`config.mk`:
```
export PLATFORM = sky130hd
export DESIGN_NAME = uart_frame_engine
export DESIGN_NICKNAME = d
export VERILOG_FILES = /design/src/rtl/uafe_pkg.sv /design/src/rtl/uafe_tick_gen.sv /design/src/rtl/uafe_tx.sv /design/src/rtl/uafe_rx.sv /design/src/rtl/uart_frame_engine.sv
export SDC_FILE = /design/constraint.sdc
export NUM_CORES = 1
export LEC_CHECK = 0
export BUFFER_PORTS_ARGS = -buffer_cell sky130_fd_sc_hd__buf_4
export CAP_MARGIN = 20
export CORE_ASPECT_RATIO = 2
export CORE_MARGIN = 3
export CORE_UTILIZATION = 50
export DETAILED_ROUTE_END_ITERATION = 10
export PLACE_DENSITY = 0.69
export SYNTH_ARGS = -nofsm -noshare
export SYNTH_HDL_FRONTEND = slang
export SYNTH_HIERARCHICAL = 1
export SYNTH_SLANG_ARGS = --single-unit
```
`constraint.sdc`:
```
create_clock -name clk -period 4.3 [get_ports clk]
set_input_delay 0.215 -clock clk [delete_from_list [all_inputs] [get_ports clk]]
set_output_delay 0.215 -clock clk [all_outputs]
set_load 0.005 [all_outputs]
```
`src/rtl/uafe_pkg.sv`:
```
package uafe_pkg;

   localparam int DATA_W    = 8;
   localparam int WORD_W    = 13;
   localparam int FRAME_MAX = 12;
   localparam int NBITS_W   = 4;

   localparam int POS_PE  = 8;
   localparam int POS_OVR = 9;
   localparam int POS_FE  = 10;
   localparam int POS_BRK = 11;
   localparam int POS_VLD = 12;

   typedef struct packed {
      logic par_en;
      logic par_odd;
      logic two_stop;
      logic len7;
   } fmt_t;

   function automatic fmt_t fmt_decode(input logic [4:0] m);
      fmt_t f;
      f.len7     = m[0];
      f.two_stop = m[2];
      f.par_odd  = m[3];
      f.par_en   = m[4];
      return f;
   endfunction

   function automatic logic [NBITS_W-1:0] data_len(input fmt_t f);
      return f.len7 ? NBITS_W'(7) : NBITS_W'(8);
   endfunction

   function automatic logic [DATA_W-1:0] data_mask(input fmt_t f);
      return f.len7 ? 8'h7f : 8'hff;
   endfunction

endpackage

```
`src/rtl/uafe_tick_gen.sv`:
```
module uafe_tick_gen #(
   parameter int DIV_W = 16
) (
   input  logic             clk,
   input  logic             rst_n,
   input  logic [DIV_W-1:0] divisor,
   output logic             tick
);

   logic [DIV_W-1:0] cnt_q;
   logic             tick_q;

   always_ff @(posedge clk or negedge rst_n) begin
      if (!rst_n) begin
         cnt_q  <= '0;
         tick_q <= 1'b0;
      end else if (cnt_q >= divisor) begin
         cnt_q  <= '0;
         tick_q <= 1'b1;
      end else begin
         cnt_q  <= cnt_q + 1'b1;
         tick_q <= 1'b0;
      end
   end

   assign tick = tick_q;

endmodule

```
`src/rtl/uafe_tx.sv`:
```
module uafe_tx
   import uafe_pkg::*;
#(
   parameter int OVS = 16
) (
   input  logic              clk,
   input  logic              rst_n,
   input  logic              tick,
   input  fmt_t              fmt,
   input  logic [DATA_W-1:0] tx_data,
   input  logic              tx_valid,
   output logic              tx_ready,
   input  logic              break_ctl,
   output logic              txd,
   output logic              tx_empty
);

   localparam int OVS_W = $clog2(OVS);
   localparam logic [OVS_W-1:0] OVS_LAST = OVS_W'(OVS - 1);

   logic                 hold_v;
   logic [DATA_W-1:0]    hold_d;
   logic                 busy;
   logic [FRAME_MAX-1:0] frame_q;
   logic [NBITS_W-1:0]   bits_left;
   logic [OVS_W-1:0]     ovs_q;
   logic                 txd_q;

   logic [FRAME_MAX-1:0] ld_frame;
   logic [NBITS_W-1:0]   ld_nbits;

   // Frame image for the held byte, LSB sent first, filled with idle ones.
   always_comb begin
      int unsigned pos;
      logic        pbit;
      ld_frame    = '1;
      ld_frame[0] = 1'b0;
      for (int i = 0; i < DATA_W; i++) begin
         if (i < int'(data_len(fmt))) ld_frame[1+i] = hold_d[i];
      end
      pos  = 1 + int'(data_len(fmt));
      pbit = (^(hold_d & data_mask(fmt))) ^ fmt.par_odd;
      if (fmt.par_en) begin
         ld_frame[pos] = pbit;
         pos = pos + 1;
      end
      ld_nbits = NBITS_W'(pos + (fmt.two_stop ? 2 : 1));
   end

   always_ff @(posedge clk or negedge rst_n) begin
      if (!rst_n) begin
         hold_v    <= 1'b0;
         hold_d    <= '0;
         busy      <= 1'b0;
         frame_q   <= '1;
         bits_left <= '0;
         ovs_q     <= '0;
         txd_q     <= 1'b1;
      end else begin
         txd_q <= break_ctl ? 1'b0 : (busy ? frame_q[0] : 1'b1);
         if (tx_valid && !hold_v) begin
            hold_v <= 1'b1;
            hold_d <= tx_data;
         end
         if (!busy) begin
            if (hold_v) begin
               frame_q   <= ld_frame;
               bits_left <= ld_nbits;
               ovs_q     <= '0;
               busy      <= 1'b1;
               hold_v    <= 1'b0;
            end
         end else if (tick) begin
            if (ovs_q == OVS_LAST) begin
               ovs_q     <= '0;
               frame_q   <= {1'b1, frame_q[FRAME_MAX-1:1]};
               bits_left <= bits_left - 1'b1;
               if (bits_left == NBITS_W'(1)) busy <= 1'b0;
            end else begin
               ovs_q <= ovs_q + 1'b1;
            end
         end
      end
   end

   assign tx_ready = !hold_v;
   assign tx_empty = !hold_v && !busy;
   assign txd      = txd_q;

endmodule

```
`src/rtl/uafe_rx.sv`:
```
module uafe_rx
   import uafe_pkg::*;
#(
   parameter int OVS         = 16,
   parameter int SYNC_STAGES = 2
) (
   input  logic              clk,
   input  logic              rst_n,
   input  logic              tick,
   input  fmt_t              fmt,
   input  logic              rxd,
   output logic [WORD_W-1:0] rx_word,
   input  logic              rx_ready
);

   localparam int OVS_W = $clog2(OVS);
   localparam logic [OVS_W-1:0] OVS_LAST = OVS_W'(OVS - 1);
   localparam logic [OVS_W-1:0] OVS_MID  = OVS_W'(OVS / 2 - 1);

   typedef enum logic [2:0] {
      S_HUNT, S_START, S_DATA, S_PAR, S_STOP, S_WAITHI
   } rx_state_t;

   logic line;

   generate
      if (SYNC_STAGES == 0) begin : g_nosync
         assign line = rxd;
      end else begin : g_sync
         logic [SYNC_STAGES-1:0] sync_q;
         always_ff @(posedge clk or negedge rst_n) begin
            if (!rst_n) sync_q <= '1;
            else        sync_q <= {sync_q[SYNC_STAGES-2:0], rxd};
         end
         assign line = sync_q[SYNC_STAGES-1];
      end
   endgenerate

   rx_state_t         st;
   logic [OVS_W-1:0]  ovs_q;
   logic [2:0]        bit_idx;
   logic [DATA_W-1:0] shreg;
   logic              par_acc;
   logic              all_low;
   fmt_t              fmt_q;
   logic              line_prev;
   logic [WORD_W-2:0] out_word;
   logic              out_vld;
   logic              ovr_pend;

   logic              can_load;
   logic              mid_bit;
   logic [DATA_W-1:0] got_data;
   logic              got_brk;
   logic              got_pe;

   assign can_load = !out_vld || rx_ready;
   assign mid_bit  = tick && (ovs_q == OVS_LAST);
   assign got_data = fmt_q.len7 ? {1'b0, shreg[DATA_W-1:1]} : shreg;
   assign got_brk  = all_low && !line;
   assign got_pe   = fmt_q.par_en && (par_acc ^ fmt_q.par_odd);

   always_ff @(posedge clk or negedge rst_n) begin
      if (!rst_n) begin
         st        <= S_HUNT;
         ovs_q     <= '0;
         bit_idx   <= '0;
         shreg     <= '0;
         par_acc   <= 1'b0;
         all_low   <= 1'b0;
         fmt_q     <= '0;
         line_prev <= 1'b1;
         out_word  <= '0;
         out_vld   <= 1'b0;
         ovr_pend  <= 1'b0;
      end else begin
         line_prev <= line;
         if (out_vld && rx_ready) out_vld <= 1'b0;
         case (st)
            S_HUNT: begin
               if (line_prev && !line) begin
                  st    <= S_START;
                  ovs_q <= '0;
                  fmt_q <= fmt;
               end
            end
            S_START: begin
               if (tick) begin
                  if (ovs_q == OVS_MID) begin
                     ovs_q   <= '0;
                     bit_idx <= '0;
                     all_low <= 1'b1;
                     par_acc <= 1'b0;
                     st      <= line ? S_HUNT : S_DATA;
                  end else begin
                     ovs_q <= ovs_q + 1'b1;
                  end
               end
            end
            S_DATA: begin
               if (mid_bit) begin
                  ovs_q   <= '0;
                  shreg   <= {line, shreg[DATA_W-1:1]};
                  par_acc <= par_acc ^ line;
                  all_low <= all_low & !line;
                  if ({1'b0, bit_idx} == data_len(fmt_q) - 1'b1)
                     st <= fmt_q.par_en ? S_PAR : S_STOP;
                  else
                     bit_idx <= bit_idx + 1'b1;
               end else if (tick) begin
                  ovs_q <= ovs_q + 1'b1;
               end
            end
            S_PAR: begin
               if (mid_bit) begin
                  ovs_q   <= '0;
                  par_acc <= par_acc ^ line;
                  all_low <= all_low & !line;
                  st      <= S_STOP;
               end else if (tick) begin
                  ovs_q <= ovs_q + 1'b1;
               end
            end
            S_STOP: begin
               if (mid_bit) begin
                  ovs_q <= '0;
                  if (can_load) begin
                     out_word <= {got_brk, !line, ovr_pend, got_pe, got_data};
                     out_vld  <= 1'b1;
                     ovr_pend <= 1'b0;
                  end else begin
                     ovr_pend <= 1'b1;
                  end
                  st <= got_brk ? S_WAITHI : S_HUNT;
               end else if (tick) begin
                  ovs_q <= ovs_q + 1'b1;
               end
            end
            S_WAITHI: begin
               if (line) st <= S_HUNT;
            end
            default: st <= S_HUNT;
         endcase
      end
   end

   assign rx_word = {out_vld, out_word};

endmodule

```
`src/rtl/uart_frame_engine.sv`:
```
module uart_frame_engine
   import uafe_pkg::*;
#(
   parameter int DIV_W       = 16,
   parameter int OVS         = 16,
   parameter int SYNC_STAGES = 2
) (
   input  logic              clk,
   input  logic              rst_n,
   input  logic [DIV_W-1:0]  divisor,
   input  logic [4:0]        mode,
   input  logic [7:0]        tx_data,
   input  logic              tx_valid,
   output logic              tx_ready,
   input  logic              break_ctl,
   output logic              txd,
   output logic              tx_empty,
   input  logic              rxd,
   output logic [12:0]       rx_word,
   input  logic              rx_ready
);

   generate
      if (OVS < 4 || (OVS & (OVS - 1)) != 0) begin : g_bad_ovs
         $error("OVS must be a power of two of at least 4");
      end
      if (DIV_W < 1) begin : g_bad_div
         $error("DIV_W must be at least 1");
      end
      if (SYNC_STAGES < 0 || SYNC_STAGES == 1 || SYNC_STAGES > 4) begin : g_bad_sync
         $error("SYNC_STAGES must be 0 or 2 to 4");
      end
   endgenerate

   logic tick;
   fmt_t fmt;

   assign fmt = fmt_decode(mode);

   uafe_tick_gen #(.DIV_W(DIV_W)) u_tick (
      .clk     (clk),
      .rst_n   (rst_n),
      .divisor (divisor),
      .tick    (tick)
   );

   uafe_tx #(.OVS(OVS)) u_tx (
      .clk       (clk),
      .rst_n     (rst_n),
      .tick      (tick),
      .fmt       (fmt),
      .tx_data   (tx_data),
      .tx_valid  (tx_valid),
      .tx_ready  (tx_ready),
      .break_ctl (break_ctl),
      .txd       (txd),
      .tx_empty  (tx_empty)
   );

   uafe_rx #(.OVS(OVS), .SYNC_STAGES(SYNC_STAGES)) u_rx (
      .clk      (clk),
      .rst_n    (rst_n),
      .tick     (tick),
      .fmt      (fmt),
      .rxd      (rxd),
      .rx_word  (rx_word),
      .rx_ready (rx_ready)
   );

endmodule

```
## After elaboration in Yosys (flattened, before gate mapping)

Cells that the tools add are included.

| storage, ports and cells | value |
|---|---|
| bits in registers | 88 |
| latch bits | 0 |
| RAM bits | 0 |
| bits in read-only memories | 0 |
| input bits | 35 |
| output and inout bits | 16 |
| word-level logic and storage cells | 180 |
| memories | 0 |

| operators by class | value |
|---|---|
| add/subtract/negate cells | 9 |
| $mul | 0 |
| divide/modulo/power cells | 0 |
| magnitude comparators | 11 |
| equal/unequal tests | 23 |
| shift operators | 0 |
| mux-type cells | 78 |
| bitwise gates (word level) | 5 |
| reduce and logical (&&, ||, !) cells | 31 |

Operators by type and width:

| operator | count |
|---|---|
| 2-to-1 mux 4 bit | 16 |
| 2-to-1 mux 12 bit | 5 |
| 2-to-1 mux 3 bit | 14 |
| 2-to-1 mux 1 bit | 31 |
| one-hot mux 3 bit (6 select lines) | 1 |
| adder 16 x 1 -> 16 bit, second input constant | 1 |
| greater-or-equal comparator 16 bit | 1 |
| < comparator 3 x 4 -> 1 bit, first input constant | 4 |
| 2-to-1 mux 16 bit | 1 |
| 2-to-1 mux 8 bit | 2 |
| inequality test 2 x 1 -> 1 bit, second input constant | 8 |
| adder 4 x 1 -> 4 bit, second input constant | 3 |
| bitwise mux 12 bit | 1 |
| one-hot mux 4 bit (3 select lines) | 1 |
| AND 8 bit | 1 |
| == test 4 bit, second input constant | 2 |
| logical AND 1 bit | 8 |
| < comparator 1 x 4 -> 1 bit, first input constant | 2 |
| < comparator 2 x 4 -> 1 bit, first input constant | 2 |
| inequality test 2 bit, second input constant | 4 |
| AND reduction 2 bit | 4 |
| AND reduction 4 bit | 2 |
| AND reduction 8 bit | 1 |
| parity 8 bit | 1 |
| 28 further kinds | 41 |

## Longest topological paths before layout

Gate-level depths: netlist of run 1.

| depth | value |
|---|---|
| depth after elaboration | 10 |
| depth in mapped cells | 8 |
| depth with buffers taken out | 8 |

## Hierarchy

Netlist of run 1, hierarchy kept.

Modules (own cells, without submodules):

| module | instances | cells each | area each (µm²) | seq. area each (µm²) |
|---|---|---|---|---|
| uafe_rx | 1 | 195 | 2047.0 | 1004.7 |
| uafe_tx | 1 | 133 | 1443.9 | 739.5 |
| uafe_tick_gen | 1 | 131 | 1285.0 | 425.4 |

## Worst setup path before layout of run 1

No wires, ideal clock.

| timing | value |
|---|---|
| path kind | reg-to-reg |
| from | register u_tick.cnt_q[11] |
| to | register u_tick.cnt_q[10] |
| library setup time | 0.147 ns |
| arrival time | 1.827 ns |
| data required time | 4.153 ns |
| setup slack | 2.326 ns |
| stages on the path, launching flop included | 7 |
| buffers on the path | 1 |
| clock period less this slack | 1.974 ns |
| cell sequence | dfrtp_1 > ha_1 > nand4_1 > or3_4 > o31ai_4 > buf_6 > nor4_2 |

| on the way | value |
|---|---|
| longest elaborated chain between the ends | 2 |

RTL lines:

| item | RTL line | text |
|---|---|---|
| from (decl) | uafe_tick_gen.sv:10 | `logic [DIV_W-1:0] cnt_q;` |
| from (signal assigned) | uafe_tick_gen.sv:21 | `cnt_q <= cnt_q + 1'b1;` |
| greater-or-equal comparator 16 bit | uafe_tick_gen.sv:17 | `end else if (cnt_q >= divisor) begin` |
| 2-to-1 mux 16 bit | uafe_tick_gen.sv:17 |  |

No other way between the ends.
A chain may end at the register's enable or synchronous reset.

## Final worst setup path of run 1

| timing | value |
|---|---|
| from | register u_rx.ovs_q[1] |
| to | register u_rx.out_word[9] |

| on the way | value |
|---|---|
| longest elaborated chain between the ends | 3 |

RTL lines:

| item | RTL line | text |
|---|---|---|
| from (decl) | uafe_rx.sv:40 | `logic [OVS_W-1:0] ovs_q;` |
| from (signal assigned) | uafe_rx.sv:96 | `ovs_q <= ovs_q + 1'b1;` |
| from (signal assigned) | uafe_rx.sv:111 | `ovs_q <= ovs_q + 1'b1;` |
| from (signal assigned) | uafe_rx.sv:121 | `ovs_q <= ovs_q + 1'b1;` |
| == test 4 bit | uafe_rx.sv:58 | `assign mid_bit = tick && (ovs_q == OVS_LAST);` |
| logical AND 1 bit | uafe_rx.sv:58 |  |
| AND reduction 3 bit (no source line) | n/a |  |
| to (signal assigned) | uafe_rx.sv:128 | `out_word <= {got_brk, !line, ovr_pend, got_pe, got_data};` |
| to (decl) | uafe_rx.sv:47 | `logic [WORD_W-2:0] out_word;` |

No other way between the ends.

==> results of run 1 <==
## worst paths after layout
kind                                          to  slack (ps)             startpoint  depth (start not counted)
max                             u_rx/out_word[9]        1730          u_rx/ovs_q[1]                          4
min reg2reg                u_rx/g_sync.sync_q[1]         360  u_rx/g_sync.sync_q[0]                          0
min in group asynchronous      u_tx/bits_left[1]         440                  rst_n                          2
max in group asynchronous        u_tx/frame_q[6]        2910                  rst_n                          3
min                              u_tx/frame_q[9]         100                mode[4]                          2
max reg2reg                     u_rx/out_word[9]        1730          u_rx/ovs_q[1]                          4
## metrics by stage
step / worst slack [ps] / cells
after floorplan: 2326 / 459
after global placement: 1784 / 590
after detailed placement: 1744 / 590
after CTS: 1736 / 609
after global routing: 1521 / 610
final: 1734 / 610
## layout by cell type, fill, tap and decap left out, types with 3 or more instances in the layout
cell type / count
dfrtp_1: 72
buf_4: 52
nand2_1: 41
inv_1: 30
o21ai_0: 28
ha_1: 24
mux2_2: 23
xnor2_1: 22
nor2_1: 19
a21oi_1: 18
mux2i_1: 16
dfstp_2: 14
nand4_1: 11
nor4_1: 11
nand3_1: 10
clkbuf_16: 9
nand2b_1: 9
nor4_2: 9
nor3_1: 7
xor2_1: 5
nor2b_1: 5
dlygate4sd3_1: 3
a21o_1: 3
nand3b_1: 3
or2_2: 3
nor4b_1: 3
o21a_1: 3
a211oi_1: 3
## area by class of cell
| type | instances | share of cell area [%] |
|---|---|---|
| multi-input combinational | 321 | 43.13 |
| sequential | 86 | 39.32 |
| timing repair buffer | 55 | 7.619 |
| clock buffer | 10 | 4.331 |
| tap | 102 | 2.313 |
| inverter | 30 | 2.041 |
| clock inverter | 6 | 1.247 |
## worst reg2reg max path, delay by kind of cell (launching register included)
family / cells / cell delay [ps]
adder cells (fa/ha/maj): 1 / 290
flip-flops: 1 / 410
multiplexers: 1 / 560
AND/OR/NAND/NOR: 2 / 1190
## synthesized netlist by cell type, types with 6 or more instances
cell      count
buf_2         6
dfrtp_1      72
nor3_1        7
dfstp_2      14
mux2i_1      16
clkbuf_1      9
nor2_1       19
o21ai_0      28
nand4_1      11
nand2_1      41
nand2b_1      9
nor4_2        9
ha_1         24
mux2_2       23
xnor2_1      22
nor4_1       11
inv_1        30
a21oi_1      18
nand3_1      10
## what timing repair did
action / CTS / global route
hold buffers: 3 / 0
gates resized for setup: 0 / 0
hold endpoints to repair: 41 / 0
## kinds of logic (layout without fill, tap and decap cells)
kind of cell | count (synthesis) | in the layout | share of synthesized area (%)
buffers and inverters | 52 | 101 | 4.742
muxes | 39 | 39 | 8.776
DFF | 86 | 86 | 45.43
AOI/OAI and AO/OA | 85 | 85 | 11.97
adders and majority gates | 25 | 25 | 6.707
and+or+nand+nor | 145 | 145 | 17.42
xor gates and xnor gates | 27 | 27 | 4.951
## routing by layer
metal	GRT usage [%]	wire length (µm)
met5	0	0
met4	7.036	121
met3	4.315	356
met2	35.42	5548
met1	22.49	3851
## registers in the layout (all words and copies together) (netlist names), 4 cells and up
register / flops
u_rx/ovs_q: 4
u_tx/hold_d: 8
u_tx/bits_left: 4
u_rx/shreg: 8
u_rx/out_word: 12
u_tx/frame_q: 10
u_tx/ovs_q: 4
u_tick/cnt_q: 16
## power by group through the flow
stage / logic (mW) / registers [mW] / clock network, mW
detailed placement: 0.902 / 1.24 / 0
global placement: 0.864 / 1.23 / 0
global route: 1.02 / 1.27 / 0.844
floorplan: 0.818 / 1.11 / 0
finish: 0.909 / 1.23 / 0.788
CTS: 0.912 / 1.23 / 0.813
==> flow_summary.yaml, run 1 <==
run_status:
  outcome: "complete, no violations"
placement:
  place_area_mm2: 0.005172
  gp_congestion: 0.9019
  numPortBuffers: 49
  dpl.hpwl_mm: 7.168
sta:
  min_period_ps: 2566
  slew_headroom_pct: 38.72
  drv_slew: 0
  fin_hold_ws_ps: 104.0
  setup_violations: 0
  min_period_over_period_pct: 59.68
  worst_pin_slew_ps: 916.5
  tns_ps: 0
  grt_setup_unrepaired: "false"
  hold_violations: 0
  skew_ps: 6.236
  clock.fmax_mhz: 389.7
yosys:
  yosysSeqAreaShare_pct: 45.43
  ys_ff_latch: 86
  synth-main-ff-cell: "dfrtp_1"
  ys_types: 67
  synth_area_leaders: "dfrtp_1 (38%), dfstp_2 (7.7%), ha_1 (6.3%)"
  postSynthAreaPerCell_um2: 10.40
  synth_nets: 519
  netlist_instances: 459
  yosys_warnings: 6
  synth_top_cell_by_area: "dfrtp_1"
  yosysTopAreaCellShare_pct: 37.73
  syn_area_mm2: 0.004776
  async_reset_ff_share_pct: 100.0
  synth-edff-count: 0
pwr:
  seqPwrFrac_pct: 42.1
  p_leak_nw: 2.514
  p_per_area_mw_per_mm2: 530.9
  p_switching_mw: 1.024
  switching_share_pct: 34.96
  p_clk_share_pct: 26.9
  vdd_ir_drop_max_v: 0.0003088
  power_mw: 2.930
  cellInternalPower_mw: 1.905
  pwr-share-comb_pct: 31.0
grt:
  grt_use_total_pct: 19.82
  antenna_found_initial: 0
  grt_pass1_wl_mm: 16.72
  grt_max_degree: 50
  overflow: 0
  grt_pass1_vias: 3636
critical_path:
  worstSetupPathType: "register to register"
  startpoint_type: "register"
  cp.required_ps: 4520
  critPathArrivalTime_ps: 2780
  end_kind: "register"
  slowest_delay_ps: 780
  worst_path_max_delay_cell: "nand4_1"
  path_max_fanout: 24
  path_buf_inv: 0
  cp_top_family: "simple AND/OR/NAND/NOR gates"
  path_cells: "ha_1 -> and4_1 -> nand4_1 -> mux2_2"
cells_and_area:
  area_delta_synth_final_pct: 15.54
  fillers: 805
  final_util_pct: 60.40
  final_area_mm2: 0.005518
  antenna_cells: 0
  seq_area_mm2: 0.002170
  nNetsFinal: 563
  drive_gt1_share_pct: 24.61
  multi_input_area_mm2: 0.002380
die:
  io_pins: 51
  floorplan.initialDensity_pct: 52.28
  fp.dieH_um: 144.2
  rows: 49
  die_area_mm2: 0.01083
  core_mm2: 0.009135
  die_w_um: 75.11
clock_network:
  cts_sinks: 86
  clockBufferDepth: 2
  cts_setup_buffers: 0
  cts_buffers: 9
  clock-root-buffer: "clkbuf_16"
  clk_pin_slew_ps: 60
  tritoncts: "built"
  clk_latency_ps: 340
  h-tree-depth: 3
flow_run:
  cap_viol_max_count: 0
routing:
  drtPass1Iterations: 4
  drtIter0Drc: 211
  wirelength_mm: 9.877
  drc: 0
  avgViaCountPerCell: 5.866
  ant_nets: 0
  vias: 3578
  post_drt_wl_per_cell_um: 16.19
hold_path:
  hold_path.class: "primary input to register"
Note: power is estimated with default switching activity, not from simulation.
==> inputs of run 2 (changes only) <==
--- a/config.mk
+++ b/config.mk
@@ -11,7 +11,7 @@
 export CORE_MARGIN = 3
 export CORE_UTILIZATION = 50
 export DETAILED_ROUTE_END_ITERATION = 10
-export PLACE_DENSITY = 0.69
+export PLACE_DENSITY = 0.71
 export SYNTH_ARGS = -nofsm -noshare
 export SYNTH_HDL_FRONTEND = slang
 export SYNTH_HIERARCHICAL = 1
==> constraint.sdc (replaced) <==
create_clock -name clk -period 2.1 [get_ports clk]
set_input_delay 0.105 -clock clk [delete_from_list [all_inputs] [get_ports clk]]
set_output_delay 0.105 -clock clk [all_outputs]
set_load 0.005 [all_outputs]
==> run 2 against run 1 <==
Compared with the run above: flip-flop and latch count did not move; die area did not move; global-route usage rose by 0.68 points; clock-buffer cell count did not move; clock power rose by 130%; critical path depth rose by 2; largest cell class unchanged; largest power group unchanged; highest routed layer unchanged.
==> flow_summary.yaml, run 2 (synthesis gave the netlist of run 1 again) <==
run_status:
  outcome: "complete, no violations"
clock_network:
  clk_pin_slew_ps: 60
  cts_sinks: 86
  cts_setup_buffers: 0
  cts_buffers: 9
  clk_latency_ps: 330
  clockBufferDepth: 2
  tritoncts: "built"
  h-tree-depth: 3
  clock-root-buffer: "clkbuf_16"
sta:
  hold_violations: 0
  setup_violations: 0
  slew_headroom_pct: 47.76
  tns_ps: 0
  grt_setup_unrepaired: "false"
  worst_pin_slew_ps: 783.5
  min_period_ps: 2015
  clock.fmax_mhz: 496.4
  drv_slew: 0
  skew_ps: 5.733
  min_period_over_period_pct: 95.93
critical_path:
  r2r_slack_ps: 90
  end_kind: "register"
  setup.worst_path.end: "u_tick/cnt_q[15]"
  r2r_cells: 6
  slowest_delay_ps: 430
  cp.required_ps: 2280
  path_cells: "ha_1 -> nand4_1 -> or3_4 -> o31ai_4 -> buf_12 -> nor4_1"
  rr_endpoint: "u_tick/cnt_q[15]"
  worstSetupPathType: "register to register"
  worst_path_max_delay_cell: "dfrtp_1"
  crit_path_start: "u_tick/cnt_q[9]"
  path_max_fanout: 10
  rr_startpoint: "u_tick/cnt_q[9]"
  startpoint_type: "register"
  critPathArrivalTime_ps: 2200
cells_and_area:
  regMostFlops: "u_tick/cnt_q"
  layout_common_cells: "dfrtp_1 (72), buf_4 (65), nand2_1 (41)"
  antenna_cells: 0
  nNetsFinal: 586
  largest_reg_flops: 16
  drive_gt1_share_pct: 26.74
  fillers: 716
  multi_input_area_mm2: 0.002392
  reg.largest.list: "u_tick/cnt_q x16, u_rx/out_word x12, u_tx/frame_q x10"
  seq_area_mm2: 0.002170
  final_common_cell: "dfrtp_1"
  area_delta_synth_final_pct: 21.43
  final_util_pct: 63.48
grt:
  grt_pass1_wl_mm: 17.06
  grt_pass1_vias: 3741
  grt_use_total_pct: 20.51
  antenna_found_initial: 0
  overflow: 0
  grt_max_degree: 48
die:
  die_w_um: 75.11
  fp.dieH_um: 144.2
  io_pins: 51
  rows: 49
  die_area_mm2: 0.01083
  floorplan.initialDensity_pct: 52.28
  core_mm2: 0.009135
pwr:
  power_mw: 6.344
  p_leak_nw: 2.662
  vdd_ir_drop_max_v: 0.0005033
  p_per_area_mw_per_mm2: 1094
routing:
  avgViaCountPerCell: 5.754
  post_drt_wl_per_cell_um: 15.94
  ant_nets: 0
  drtPass1Iterations: 4
  vias: 3642
  drc: 0
  wirelength_mm: 10.09
  drtIter0Drc: 204
placement:
  numPortBuffers: 49
  dpl.hpwl_mm: 7.461
  gp_congestion: 0.9253
hold_path:
  hold_path.class: "primary input to register"
  min_path_cells: 2
flow_run:
  cap_viol_max_count: 0
## run 2: changes by cell type in the layout (fill, tap and decap cells not counted)
cell and change:
buf_4 +13, buf_6 +1, bufinv_16 +2, inv_6 -1, buf_12 +3, clkinv_2 +1, a2111oi_4 +1, dlygate4sd3_1 +6
a2111oi_2 -1, clkinv_4 -1, clkinvlp_4 -1
## run 2: area by class of cell
| class | count | share of cell area [%] |
|---|---|---|
| multi-input cells | 321 | 41.25 |
| flip-flops and latches | 86 | 37.41 |
| repair buffers | 78 | 11.20 |
| clock buffers | 10 | 4.121 |
| well taps | 102 | 2.201 |
| inverters | 30 | 1.942 |
| clock inverters | 6 | 1.877 |
## run 2: repair_timing
| item | in CTS | in global routing |
|---|---|---|
| resized for setup | 0 | 2 |
| hold buffers | 9 | 0 |
| hold endpoints to repair | 41 | 0 |
| setup endpoints to repair | 0 | 8 |
## run 2: worst min-delay path by stage
stage / startpoint / endpoint
4_1_cts: tx_data[5] / u_tx/hold_d[5]
6_report: tx_data[5] / u_tx/hold_d[5]
3_3_place_gp: rst_n / u_tx/hold_d[0]
3_5_place_dp: rst_n / u_tx/bits_left[0]
5_1_grt: tx_data[5] / u_tx/hold_d[5]
2_1_floorplan: rst_n / u_rx/all_low
## run 2: worst max-delay path: cells and delay by family, from the launching register on
family                   cells  cell delay (ps)
AND/OR/NAND/NOR              3              610
flip-flops                   1              430
AO/OA/AOI/OAI                1              340
adder cells (fa/ha/maj)      1              310
buffers and inverters        1              180
## run 2: power breakdown
group	total, mW	leakage [nW]	switching [mW]	internal, mW
clock network	1.83	0.172	0.637	1.19
logic	2.11	1.41	1.05	1.06
registers	2.41	1.08	0.405	2.01
## run 2: through the flow
| step | instances | instance area [µm²] | hold WS [ps] | setup WS, ps |
|---|---|---|---|---|
| global route | 633 | 5799 | 11.80 | 9.408 |
| finish | 633 | 5799 | 17.12 | 85.37 |
| detailed placement | 608 | 5345 | 127.5 | 63.24 |
| CTS | 633 | 5783 | 9.124 | 63.19 |
| floorplan | 459 | 4776 | -190.6 | 125.8 |
| global placement | 608 | 5345 | 120.7 | 94.16 |
## run 2: routing by layer
metal | routed length [µm] | global-route usage (%)
met4 | 204 | 8.724
met1 | 3875 | 22.61
met3 | 309 | 4.106
met2 | 5704 | 36.84
met5 | 0 | 0
